[src/rtl/alu8_pkg.sv]
package alu8_pkg;
    typedef enum logic [3:0] {
        OP_ADD   = 4'd0,
        OP_SUB   = 4'd1,
        OP_OR    = 4'd2,
        OP_AND   = 4'd3,
        OP_XOR   = 4'd4,
        OP_CMP   = 4'd5,
        OP_BIT   = 4'd6,
        OP_SHL   = 4'd7,
        OP_SHR   = 4'd8,
        OP_ROL   = 4'd9,
        OP_ROR   = 4'd10,
        OP_INC   = 4'd11,
        OP_DEC   = 4'd12,
        OP_LOAD  = 4'd13,
        OP_QUIET = 4'd14,
        OP_XFER  = 4'd15
    } alu_op_e;

    localparam int FLAG_N = 3;
    localparam int FLAG_V = 2;
    localparam int FLAG_Z = 1;
    localparam int FLAG_C = 0;
endpackage

[src/rtl/alu8_arith.sv]
module alu8_arith
    import alu8_pkg::*;
#(
    parameter int W = 8
) (
    input  alu_op_e        op,
    input  logic [W-1:0]   a,
    input  logic [W-1:0]   m,
    input  logic           cin,
    output logic [W-1:0]   sum,
    output logic           cout,
    output logic           ovf
);
    localparam int MSB = W - 1;

    logic [W-1:0] addend;
    logic         carry_in;
    logic [W:0]   wide;

    always_comb begin
        unique case (op)
            OP_ADD:  begin addend = m;           carry_in = cin;  end
            OP_SUB:  begin addend = ~m;          carry_in = cin;  end
            OP_CMP:  begin addend = ~m;          carry_in = 1'b1; end
            OP_INC:  begin addend = '0;          carry_in = 1'b1; end
            OP_DEC:  begin addend = '1;          carry_in = 1'b0; end
            default: begin addend = m;           carry_in = 1'b0; end
        endcase
        wide = {1'b0, a} + {1'b0, addend} + {{W{1'b0}}, carry_in};
        sum  = wide[W-1:0];
        cout = wide[W];
        ovf  = (a[MSB] == addend[MSB]) && (wide[MSB] != a[MSB]);
    end

    // signed overflow agrees with a range test on widened signed values
    always_comb begin
        if (op == OP_ADD) begin
            a_r1_add_ovf: assert (ovf == (($signed({a[MSB], a}) + $signed({m[MSB], m})
                                 + $signed({1'b0, cin})) > $signed({2'b00, {(W-1){1'b1}}})
                                 || ($signed({a[MSB], a}) + $signed({m[MSB], m})
                                 + $signed({1'b0, cin})) < $signed({2'b11, {(W-1){1'b0}}})))
                else $error("add overflow rule broken");
        end
        // compare carry is an unsigned ordering
        if (op == OP_CMP) begin
            a_r3_cmp_carry: assert (cout == (a >= m))
                else $error("compare carry does not match ordering");
        end
        // increment of all-ones wraps to zero
        if (op == OP_INC && a == '1) begin
            a_r8_inc_wrap: assert (sum == '0)
                else $error("increment did not wrap");
        end
    end
endmodule

[src/rtl/alu8_logic.sv]
module alu8_logic
    import alu8_pkg::*;
#(
    parameter int W = 8
) (
    input  alu_op_e        op,
    input  logic [W-1:0]   a,
    input  logic [W-1:0]   m,
    output logic [W-1:0]   res,
    output logic           tst_zero
);
    always_comb begin
        unique case (op)
            OP_OR:   res = a | m;
            OP_AND:  res = a & m;
            OP_XOR:  res = a ^ m;
            OP_LOAD: res = m;
            default: res = a;
        endcase
        tst_zero = ((a & m) == '0);
    end

    // the bit test leaves the register value intact
    always_comb begin
        if (op == OP_BIT) begin
            a_r4_bit_keeps_reg: assert (res == a)
                else $error("bit test altered the register value");
        end
    end
endmodule

[src/rtl/alu8_shift.sv]
module alu8_shift
    import alu8_pkg::*;
#(
    parameter int W = 8
) (
    input  alu_op_e        op,
    input  logic [W-1:0]   a,
    input  logic           cin,
    output logic [W-1:0]   res,
    output logic           cout
);
    localparam int MSB = W - 1;

    logic fill_lo;
    logic fill_hi;

    always_comb begin
        fill_lo = (op == OP_ROL) ? cin : 1'b0;
        fill_hi = (op == OP_ROR) ? cin : 1'b0;
        unique case (op)
            OP_SHL, OP_ROL: begin res = {a[MSB-1:0], fill_lo}; cout = a[MSB]; end
            OP_SHR, OP_ROR: begin res = {fill_hi, a[MSB:1]};   cout = a[0];   end
            default:        begin res = a;                     cout = cin;    end
        endcase
    end

    // rotates move the old carry into the vacated end
    always_comb begin
        if (op == OP_ROL) begin
            a_r7_rol_fill: assert (res[0] == cin)
                else $error("rotate left lost the carry");
        end
        if (op == OP_ROR) begin
            a_r7_ror_fill: assert (res[MSB] == cin)
                else $error("rotate right lost the carry");
        end
        // logical right shift clears the top bit
        if (op == OP_SHR) begin
            a_r6_shr_top: assert (res[MSB] == 1'b0)
                else $error("logical shift right kept the top bit");
        end
    end
endmodule

[src/rtl/alu8_core.sv]
module alu8_core
    import alu8_pkg::*;
#(
    parameter int W = 8
) (
    input  logic [3:0]   op_i,
    input  logic [W-1:0] reg_i,
    input  logic [W-1:0] mem_i,
    input  logic [3:0]   flg_i,
    output logic [W-1:0] res_o,
    output logic [3:0]   flg_o,
    output logic [3:0]   fwe_o
);
    localparam int MSB = W - 1;

    alu_op_e      op;
    logic [W-1:0] ar_sum;
    logic         ar_c;
    logic         ar_v;
    logic [W-1:0] lg_res;
    logic         lg_tz;
    logic [W-1:0] sh_res;
    logic         sh_c;
    logic [3:0]   nxt;

    assign op = alu_op_e'(op_i);

    alu8_arith #(.W(W)) u_arith (
        .op(op), .a(reg_i), .m(mem_i), .cin(flg_i[FLAG_C]),
        .sum(ar_sum), .cout(ar_c), .ovf(ar_v)
    );

    alu8_logic #(.W(W)) u_logic (
        .op(op), .a(reg_i), .m(mem_i), .res(lg_res), .tst_zero(lg_tz)
    );

    alu8_shift #(.W(W)) u_shift (
        .op(op), .a(reg_i), .cin(flg_i[FLAG_C]), .res(sh_res), .cout(sh_c)
    );

    always_comb begin
        nxt   = flg_i;
        res_o = reg_i;
        fwe_o = 4'b0000;
        unique case (op)
            OP_ADD, OP_SUB: begin
                res_o = ar_sum;
                nxt   = {ar_sum[MSB], ar_v, (ar_sum == '0), ar_c};
                fwe_o = 4'b1111;
            end
            OP_CMP: begin
                res_o = reg_i;
                nxt   = {ar_sum[MSB], flg_i[FLAG_V], (ar_sum == '0), ar_c};
                fwe_o = 4'b1011;
            end
            OP_INC, OP_DEC: begin
                res_o = ar_sum;
                nxt   = {ar_sum[MSB], flg_i[FLAG_V], (ar_sum == '0), flg_i[FLAG_C]};
                fwe_o = 4'b1010;
            end
            OP_OR, OP_AND, OP_XOR, OP_LOAD, OP_XFER: begin
                res_o = lg_res;
                nxt   = {lg_res[MSB], flg_i[FLAG_V], (lg_res == '0), flg_i[FLAG_C]};
                fwe_o = 4'b1010;
            end
            OP_BIT: begin
                res_o = lg_res;
                nxt   = {mem_i[MSB], mem_i[MSB-1], lg_tz, flg_i[FLAG_C]};
                fwe_o = 4'b1110;
            end
            OP_SHL, OP_SHR, OP_ROL, OP_ROR: begin
                res_o = sh_res;
                nxt   = {sh_res[MSB], flg_i[FLAG_V], (sh_res == '0), sh_c};
                fwe_o = 4'b1011;
            end
            OP_QUIET: begin
                res_o = reg_i;
                nxt   = flg_i;
                fwe_o = 4'b0000;
            end
            default: begin
                res_o = reg_i;
                nxt   = flg_i;
                fwe_o = 4'b0000;
            end
        endcase
        flg_o = (fwe_o & nxt) | (~fwe_o & flg_i);
    end

    always_comb begin
        // flags outside the mask repeat the incoming flags
        a_r11_masked_hold: assert ((~fwe_o & flg_o) == (~fwe_o & flg_i))
            else $error("masked flag changed");
        // the quiet move writes no flag and keeps the register value
        if (op == OP_QUIET) begin
            a_r10_quiet: assert (fwe_o == 4'b0000 && res_o == reg_i)
                else $error("quiet move touched flags or data");
        end
        // result-driven zero and negative for loads and transfers
        if (op == OP_LOAD || op == OP_XFER) begin
            a_r9_nz_follow: assert (flg_o[FLAG_Z] == (res_o == '0) && flg_o[FLAG_N] == res_o[MSB])
                else $error("load/transfer N or Z wrong");
        end
    end
endmodule

[config.mk]
export PLATFORM = sky130hd
export DESIGN_NAME = alu8_core
export DESIGN_NICKNAME = d
export VERILOG_FILES = /design/src/rtl/alu8_pkg.sv /design/src/rtl/alu8_arith.sv /design/src/rtl/alu8_logic.sv /design/src/rtl/alu8_shift.sv /design/src/rtl/alu8_core.sv
export SDC_FILE = /design/constraint.sdc
export NUM_CORES = 1
export LEC_CHECK = 0
export BUFFER_PORTS_ARGS = -buffer_cell sky130_fd_sc_hd__buf_2
export CAP_MARGIN = 30
export CORE_MARGIN = 2
export CORE_UTILIZATION = 50
export DETAILED_ROUTE_END_ITERATION = 8
export PLACE_DENSITY = 0.84
export SYNTH_ARGS = -nofsm -noshare
export SYNTH_HDL_FRONTEND = slang
export SYNTH_SLANG_ARGS = --single-unit
[constraint.sdc]
create_clock -name vclk -period 5.6
set_input_delay 1.12 -clock vclk [all_inputs]
set_output_delay 1.12 -clock vclk [all_outputs]
set_load 0.02 [all_outputs]
==> results of run 1 <==
[critical path: stages]
cell and delay, ns:
buf_2 0.13, buf_4 0.17, nor2_1 0.19, a21oi_2 0.12, a211oi_1 0.34, fa_1 0.25, inv_1 0.06, fa_1 0.43
a211oi_2 0.28, o21bai_1 0.11, a21oi_1 0.25, xnor2_1 0.17, nand2_1 0.08, o41ai_1 0.25, buf_2 0.22
[cells by family after synthesis]
| logic type | Yosys count | synth area share, % |
|---|---|---|
| mux | 1 | 0.523 |
| fa+ha+maj | 25 | 17.1 |
| xor+xnor | 8 | 3.66 |
| buf+inv | 43 | 10.6 |
| compound gates | 101 | 38.6 |
| simple gates | 107 | 29.5 |
[per-layer routing]
metal	GRT usage, %	part of all wire [%]	up-vias
li1	-	-	1124
met1	41.4	43	1063
met2	46.8	44	153
met3	0.852	9.4	17
met4	10.4	2.8	0
met5	0	0	-
[repair_timing]
| item | in CTS | in global routing |
|---|---|---|
| hold buffers | 0 | 0 |
| setup buffers | 0 | 0 |
| resized for setup | 0 | 3 |
| setup endpoints to repair | 0 | 1 |
[power by group]
part | internal, W | switching [W]
Combinational | 0.0000918 | 0.000148
Clock | 0 | 0
Sequential | 0 | 0
[final cells by class]
| cell class | instances | area share [%] |
|---|---|---|
| well taps | 48 | 2.82 |
| repair buffers | 49 | 12.7 |
| multi-input cells | 242 | 80.6 |
| inverters | 22 | 3.87 |
[placed cells by master, fill, tap and decap left out, types with 2 or more instances in the layout]
master	n
nand2b_1	17
a41oi_1	2
a222oi_1	4
o211ai_1	9
nand3_1	7
xor2_1	3
nand3b_1	6
ha_1	23
a21oi_2	2
a32oi_1	2
o221ai_2	2
a21oi_1	23
nor2b_1	4
o221ai_1	10
or4_1	2
buf_2	39
o21a_1	2
o2111ai_1	2
nor2_1	17
fa_1	2
buf_4	9
nand2_1	34
inv_1	22
o21bai_1	2
o21ai_0	12
or2_2	2
o41ai_1	2
or3b_2	3
nor3b_1	2
a31oi_1	4
and3_1	2
a22o_1	2
a22oi_1	9
xnor2_1	5
[worst max path at each step]
stage	to	slack [ns]	cells after the start
CTS	flg_o[1]	0.25	14
global route	flg_o[1]	0.04	15
global placement	flg_o[1]	0.37	14
detailed placement	flg_o[1]	0.27	14
floorplan	flg_o[1]	0.20	14
finish	flg_o[1]	0.30	15
[stage by stage]
step	instance area, sq um	setup slack (ns)	cells	utilization [%]
floorplan	1920	0.202	285	-
global route	2130	0.0376	361	58.3
detailed placement	2120	0.269	361	58.0
CTS	2120	0.253	361	58.0
global placement	2120	0.369	361	58.0
finish	2130	0.302	361	58.3
==> flow_metrics.tcl, run 1 <==
set metrics [dict create \
    die-area_sq_um 4340 \
    fill_cells 363 \
    grt_use_total_pct 29.2 \
    hold_depth 4 \
    grt_max_degree 32 \
    timing.hold.ws_ns 2.64 \
    worst_setup_path_start_kind "input port" \
    ir_drop_mv 0.0705 \
    vias 2357 \
    drive_gt1_share_pct 21.7 \
    io-pin-count 40 \
    crit_arrival_ns 4.18 \
    wl_per_cell_um 17.6 \
    hold_viol 0 \
    fin_crit_sh_pct 94.6 \
    grt_pass1_wl_mm 10.1 \
    core_area_sq_um 3660 \
    ys_top_cells_by_count "nand2_1 (34), a21oi_1 (23), ha_1 (23), inv_1 (22)" \
    slew_violations 0 \
    ys_seq_area_share_pct 0 \
    initialDrtViolationCount 289 \
    start_util_pct 52.3 \
    worst-path-max-fanout 13 \
    antenna-diode-count 0 \
    num_rows 22 \
    viasPerCell 6.53 \
    nets 364 \
    final_antenna_net_count 0 \
    seq_cells 0 \
    place_congestion 0.971 \
    tightest_slew_ns 0.796 \
    port_buffers 40 \
    drv_cap 0 \
    multi_input_area_sq_um 1720 \
    grt_pass1_vias 2073 \
    nClkBuffers 0 \
    drc 0 \
    ys_types 59 \
    max_freq_mhz 189 \
    p_leak_nw 0.944 \
    yosys-top-cells-area "ha_1 (15%), nand2_1 (6.7%), a21oi_1 (6.0%)" \
    syn_avg_cell_area_sq_um 6.72 \
    worst_ep_required_time_ns 4.48 \
    fp.dieW_um 65.9 \
    p_per_area_nw_per_um2 113 \
    overflow 0 \
    hp-class "in2out" \
    critPathKind "in2out" \
    antenna_found_initial 0 \
    yosys.area.top_type "ha_1" \
    syn_nets 334 \
    cp-startpoint "op_i[3]" \
    synth_warnings 0 \
    status "finished clean" \
    post-route-min-period_ns 5.30 \
    syn-cell-area_sq_um 1920 \
    ff_latch_area_sq_um 0 \
    min_from "flg_i[3]" \
    tns_ns 0 \
    wl_mm 6.35 \
    rsz0062_at_grt "no" \
    synth_cells 285 \
    power_w 0.000240 \
    area_growth_pct 11.4 \
    relSlewSlack_pct 46.7 \
    hpwlAfterDp_mm 4.92 \
    synth_top_area_share_pct 15.0 \
    yosysMostFrequentCell "nand2_1" \
    hold_end "flg_o[3]" \
    drtPass1Iterations 5 \
    setup_viol 0 \
    die_y_um 65.9 \
    critPathCaptureType "output port" \
]
No activity file was read; power rests on OpenSTA's default activity.
==> inputs of run 2 (changes only) <==
--- a/config.mk
+++ b/config.mk
@@ -8,9 +8,9 @@
 export BUFFER_PORTS_ARGS = -buffer_cell sky130_fd_sc_hd__buf_2
 export CAP_MARGIN = 30
 export CORE_MARGIN = 2
-export CORE_UTILIZATION = 50
+export CORE_UTILIZATION = 45
 export DETAILED_ROUTE_END_ITERATION = 8
-export PLACE_DENSITY = 0.84
+export PLACE_DENSITY = 0.78
 export SYNTH_ARGS = -nofsm -noshare
 export SYNTH_HDL_FRONTEND = slang
 export SYNTH_SLANG_ARGS = --single-unit
==> flow_metrics.tcl, run 2 (synthesis results as in run 1) <==
set metrics [dict create \
    wl_per_cell_um 17.6 \
    path_cells "buf_2, nor2b_1, a21oi_2, a211oi_1, fa_1, inv_1, fa_1, a211oi_1, o21bai_1, a21oi_1, xnor2_1, nand2_1, o41ai_1, buf_2" \
    p_leak_nw 0.931 \
    place_congestion 1.01 \
    cp-startpoint "op_i[3]" \
    io-pin-count 40 \
    area_growth_pct 10.2 \
    fin_area_sq_um 2110 \
    worst-path-max-fanout 7 \
    drv_cap 0 \
    drc 0 \
    start_util_pct 47.2 \
    final_cell_mix "buf_2 (40), nand2_1 (34), a21oi_1 (23), ha_1 (23), inv_1 (22)" \
    status "finished clean" \
    placed_area_sq_um 2110 \
    worst_setup_path_start_kind "input port" \
    holdBufCountCts 0 \
    fp.dieW_um 69.2 \
    cts_resized 0 \
    max_stage_delay_ns 0.39 \
    overflow 0 \
    hpwlAfterDp_mm 5.06 \
    viasPerCell 6.53 \
    cp_num_buf_inv 3 \
    tightest_slew_ns 0.841 \
    seq_cells 0 \
    max_freq_mhz 188 \
    final_common_cell "buf_2" \
    nets 362 \
    tns_ns 0 \
    setup_viol 0 \
    fill_cells 420 \
    post-route-min-period_ns 5.32 \
    critPathCaptureType "output port" \
    critPathSlowestCell "fa_1" \
    fin_crit_sh_pct 94.9 \
    ir_drop_mv 0.0600 \
    hold_viol 0 \
    nClkBuffers 0 \
    die_y_um 69.2 \
    power_w 0.000238 \
    vias 2356 \
    crit_arrival_ns 4.20 \
    grt_max_degree 31 \
    num_rows 23 \
    p_per_area_nw_per_um2 113 \
    grt_use_total_pct 25.5 \
    wl_mm 6.35 \
    drtPass1Iterations 5 \
    cts_setup_buffers 0 \
    port_buffers 40 \
    path_depth 14 \
    hp-class "in2out" \
    crit_family "compound AO/OA/AOI/OAI gates" \
    antenna_found_initial 0 \
    critPathCapture "flg_o[1]" \
    ff_latch_area_sq_um 0 \
    critPathKind "in2out" \
    final_antenna_net_count 0 \
    slew_violations 0 \
    rsz0062_at_grt "no" \
    grt_pass1_wl_mm 10.4 \
    grt_pass1_vias 2145 \
    initialDrtViolationCount 370 \
    worst_ep_required_time_ns 4.48 \
    drive_gt1_share_pct 20.6 \
    core_area_sq_um 4060 \
    antenna-diode-count 0 \
    relSlewSlack_pct 43.6 \
    die-area_sq_um 4790 \
]
run 2: final cells by class:
type                       instances  area, sq um  share of cell area (%)
inverter                          22         82.6                    3.91
tap                               50         62.6                    2.96
timing repair buffer              47          253                    12.0
multi-input combinational        242         1710                    81.2
run 2: worst min-delay path, stage by stage:
cell and delay (ns):
buf_2 0.10, nor2_1 0.09, a41oi_1 0.06, buf_2 0.16
run 2: where the power goes:
| part | leakage (nW) | switching [W] | internal (W) | total, W |
|---|---|---|---|---|
| Sequential | 0 | 0 | 0 | 0 |
| Combinational | 0.931 | 0.000148 | 0.0000901 | 0.000238 |
| Clock | 0 | 0 | 0 | 0 |
run 2: worst min path at each step:
stage / from / cells after the start / to
2_1_floorplan: flg_i[3] / 2 / flg_o[3]
3_3_place_gp: flg_i[3] / 4 / flg_o[3]
3_5_place_dp: flg_i[3] / 4 / flg_o[3]
4_1_cts: flg_i[3] / 4 / flg_o[3]
5_1_grt: flg_i[3] / 4 / flg_o[3]
6_report: flg_i[3] / 4 / flg_o[3]
run 2: metrics by stage:
step	instances	worst slack [ns]	hold WS, ns	util [%]
after floorplan	285	0.202	2.42	-
after global placement	361	0.413	2.66	52.0
after detailed placement	361	0.347	2.64	52.0
after CTS	361	0.332	2.65	52.0
after global routing	361	0.0752	2.66	52.0
final	361	0.284	2.64	52.0
run 2: per-layer routing:
metal / track usage [%] / up-vias / wire length (um)
li1: - / 1119 / -
met1: 33.9 / 1069 / 2520
met2: 43.1 / 150 / 2920
met3: 2.33 / 18 / 708
met4: 8.71 / 0 / 205
met5: 0 / - / 0
==> inputs of run 3 (changes only) <==
--- a/config.mk
+++ b/config.mk
@@ -6,11 +6,11 @@
 export NUM_CORES = 1
 export LEC_CHECK = 0
 export BUFFER_PORTS_ARGS = -buffer_cell sky130_fd_sc_hd__buf_2
-export CAP_MARGIN = 30
+export CAP_MARGIN = 0
 export CORE_MARGIN = 2
 export CORE_UTILIZATION = 45
 export DETAILED_ROUTE_END_ITERATION = 8
-export PLACE_DENSITY = 0.78
+export PLACE_DENSITY = 0.79
 export SYNTH_ARGS = -nofsm -noshare
 export SYNTH_HDL_FRONTEND = slang
 export SYNTH_SLANG_ARGS = --single-unit
==> flow_metrics.tcl, run 3 (synthesis results as in run 1) <==
set metrics [dict create \
    finalWorstSetupSlack_ns 0.287 \
    port_buffers 40 \
    num_rows 23 \
    wl_mm 6.30 \
    multi_input_area_sq_um 1710 \
    status "finished clean" \
    ff_latch_area_sq_um 0 \
    switchingPower_w 0.000147 \
    tightest_slew_ns 0.800 \
    hpwlAfterDp_mm 5.07 \
    seq_cells 0 \
    die_y_um 69.2 \
    post-route-min-period_ns 5.31 \
    final_cell_mix "buf_2 (40), nand2_1 (34), a21oi_1 (23), ha_1 (23), inv_1 (22)" \
    tns_ns 0 \
    critPathKind "in2out" \
    path_cells "buf_2, nor2b_1, a21oi_2, a211oi_1, fa_1, inv_1, fa_1, a211oi_1, o21bai_1, a21oi_1, xnor2_1, nand2_1, o41ai_1, buf_2" \
    critPathCaptureType "output port" \
    grt_max_degree 29 \
    grt_pass1_vias 2124 \
    p_seq_share_pct 0 \
    io-pin-count 40 \
    pwr-share-clk_pct 0 \
    antenna_found_initial 0 \
    setup_viol 0 \
    slew_violations 0 \
    cts_setup_buffers 0 \
    hp-class "in2out" \
    holdBufCountCts 0 \
    relSlewSlack_pct 46.4 \
    core_area_sq_um 4060 \
    fill_cells 416 \
    power_w 0.000237 \
    vias 2347 \
    die-area_sq_um 4790 \
    p_leak_nw 0.931 \
    initialDrtViolationCount 282 \
    worst_ep_required_time_ns 4.48 \
    max_stage_delay_ns 0.40 \
    worst-path-max-fanout 9 \
    worst_setup_path_start_kind "input port" \
    fp.dieW_um 69.2 \
    overflow 0 \
    grt_use_total_pct 25.8 \
    fin_crit_sh_pct 94.9 \
    critPathSlowestCell "fa_1" \
    area_growth_pct 10.2 \
    ir_drop_mv 0.0652 \
    antenna-diode-count 0 \
    start_util_pct 47.2 \
    viasPerCell 6.50 \
    crit_family "compound AO/OA/AOI/OAI gates" \
    drc 0 \
    cts_resized 0 \
    crit_arrival_ns 4.19 \
    cp_num_buf_inv 3 \
    nets 362 \
    grt_pass1_wl_mm 10.4 \
    nClkBuffers 0 \
    rsz0062_at_grt "no" \
    combPwrFrac_pct 100.0 \
    wl_per_cell_um 17.4 \
    place_congestion 1.04 \
    drv_cap 0 \
    swShare_pct 61.9 \
    drive_gt1_share_pct 20.6 \
    drtPass1Iterations 6 \
    final_common_cell "buf_2" \
    final_antenna_net_count 0 \
    max_freq_mhz 188 \
    preCtsSetupSlack_ns 0.315 \
    p_int_w 0.0000902 \
    hold_viol 0 \
    p_per_area_nw_per_um2 112 \
]
## run 3: cell counts in the layout (fill, tap and decap cells not counted)
No cell type changed its count.
## run 3: layer usage
metal | up-vias | part of all wire, % | GRT usage [%] | wire length (um)
met2 | 149 | 46 | 42.1 | 2880
li1 | 1115 | - | - | -
met4 | 0 | 2.8 | 6.97 | 177
met3 | 18 | 9.1 | 1.89 | 570
met5 | - | 0 | 0 | 0
met1 | 1065 | 42 | 36.3 | 2660
## run 3: through the flow
stage                     std cells  utilization, %  cell area, sq um  hold WS [ns]
after floorplan                 285               -              1920          2.42
after global placement          361            52.0              2110          2.65
after detailed placement        361            52.0              2110          2.66
after CTS                       361            52.0              2110          2.67
after global routing            361            52.0              2110          2.69
final                           361            52.0              2110          2.66
## run 3: power by group through the flow
| stage | Combinational, W | Clock, W | Sequential, W |
|---|---|---|---|
| 2_1_floorplan | 0.000165 | 0 | 0 |
| 3_3_place_gp | 0.000230 | 0 | 0 |
| 3_5_place_dp | 0.000233 | 0 | 0 |
| 4_1_cts | 0.000233 | 0 | 0 |
| 5_1_grt | 0.000260 | 0 | 0 |
| 6_report | 0.000237 | 0 | 0 |
## run 3: path summary, 6_finish.rpt
kind / start / to / slack [ns] / cells after the start
worst max-delay path: op_i[3] / flg_o[1] / 0.29 / 14
worst min-delay path: flg_i[3] / flg_o[3] / 2.66 / 4
## run 3: final cells by class
cell class / instances / area share, %
Timing Repair Buffer: 47 / 12.0
Tap cell: 50 / 2.96
Multi-Input combinational cell: 242 / 81.2
Inverter: 22 / 3.91
## run 3: worst min-delay path, cell delays in order
cell	delay [ns]
buf_2	0.10
nor2_1	0.11
a41oi_1	0.05
buf_2	0.16
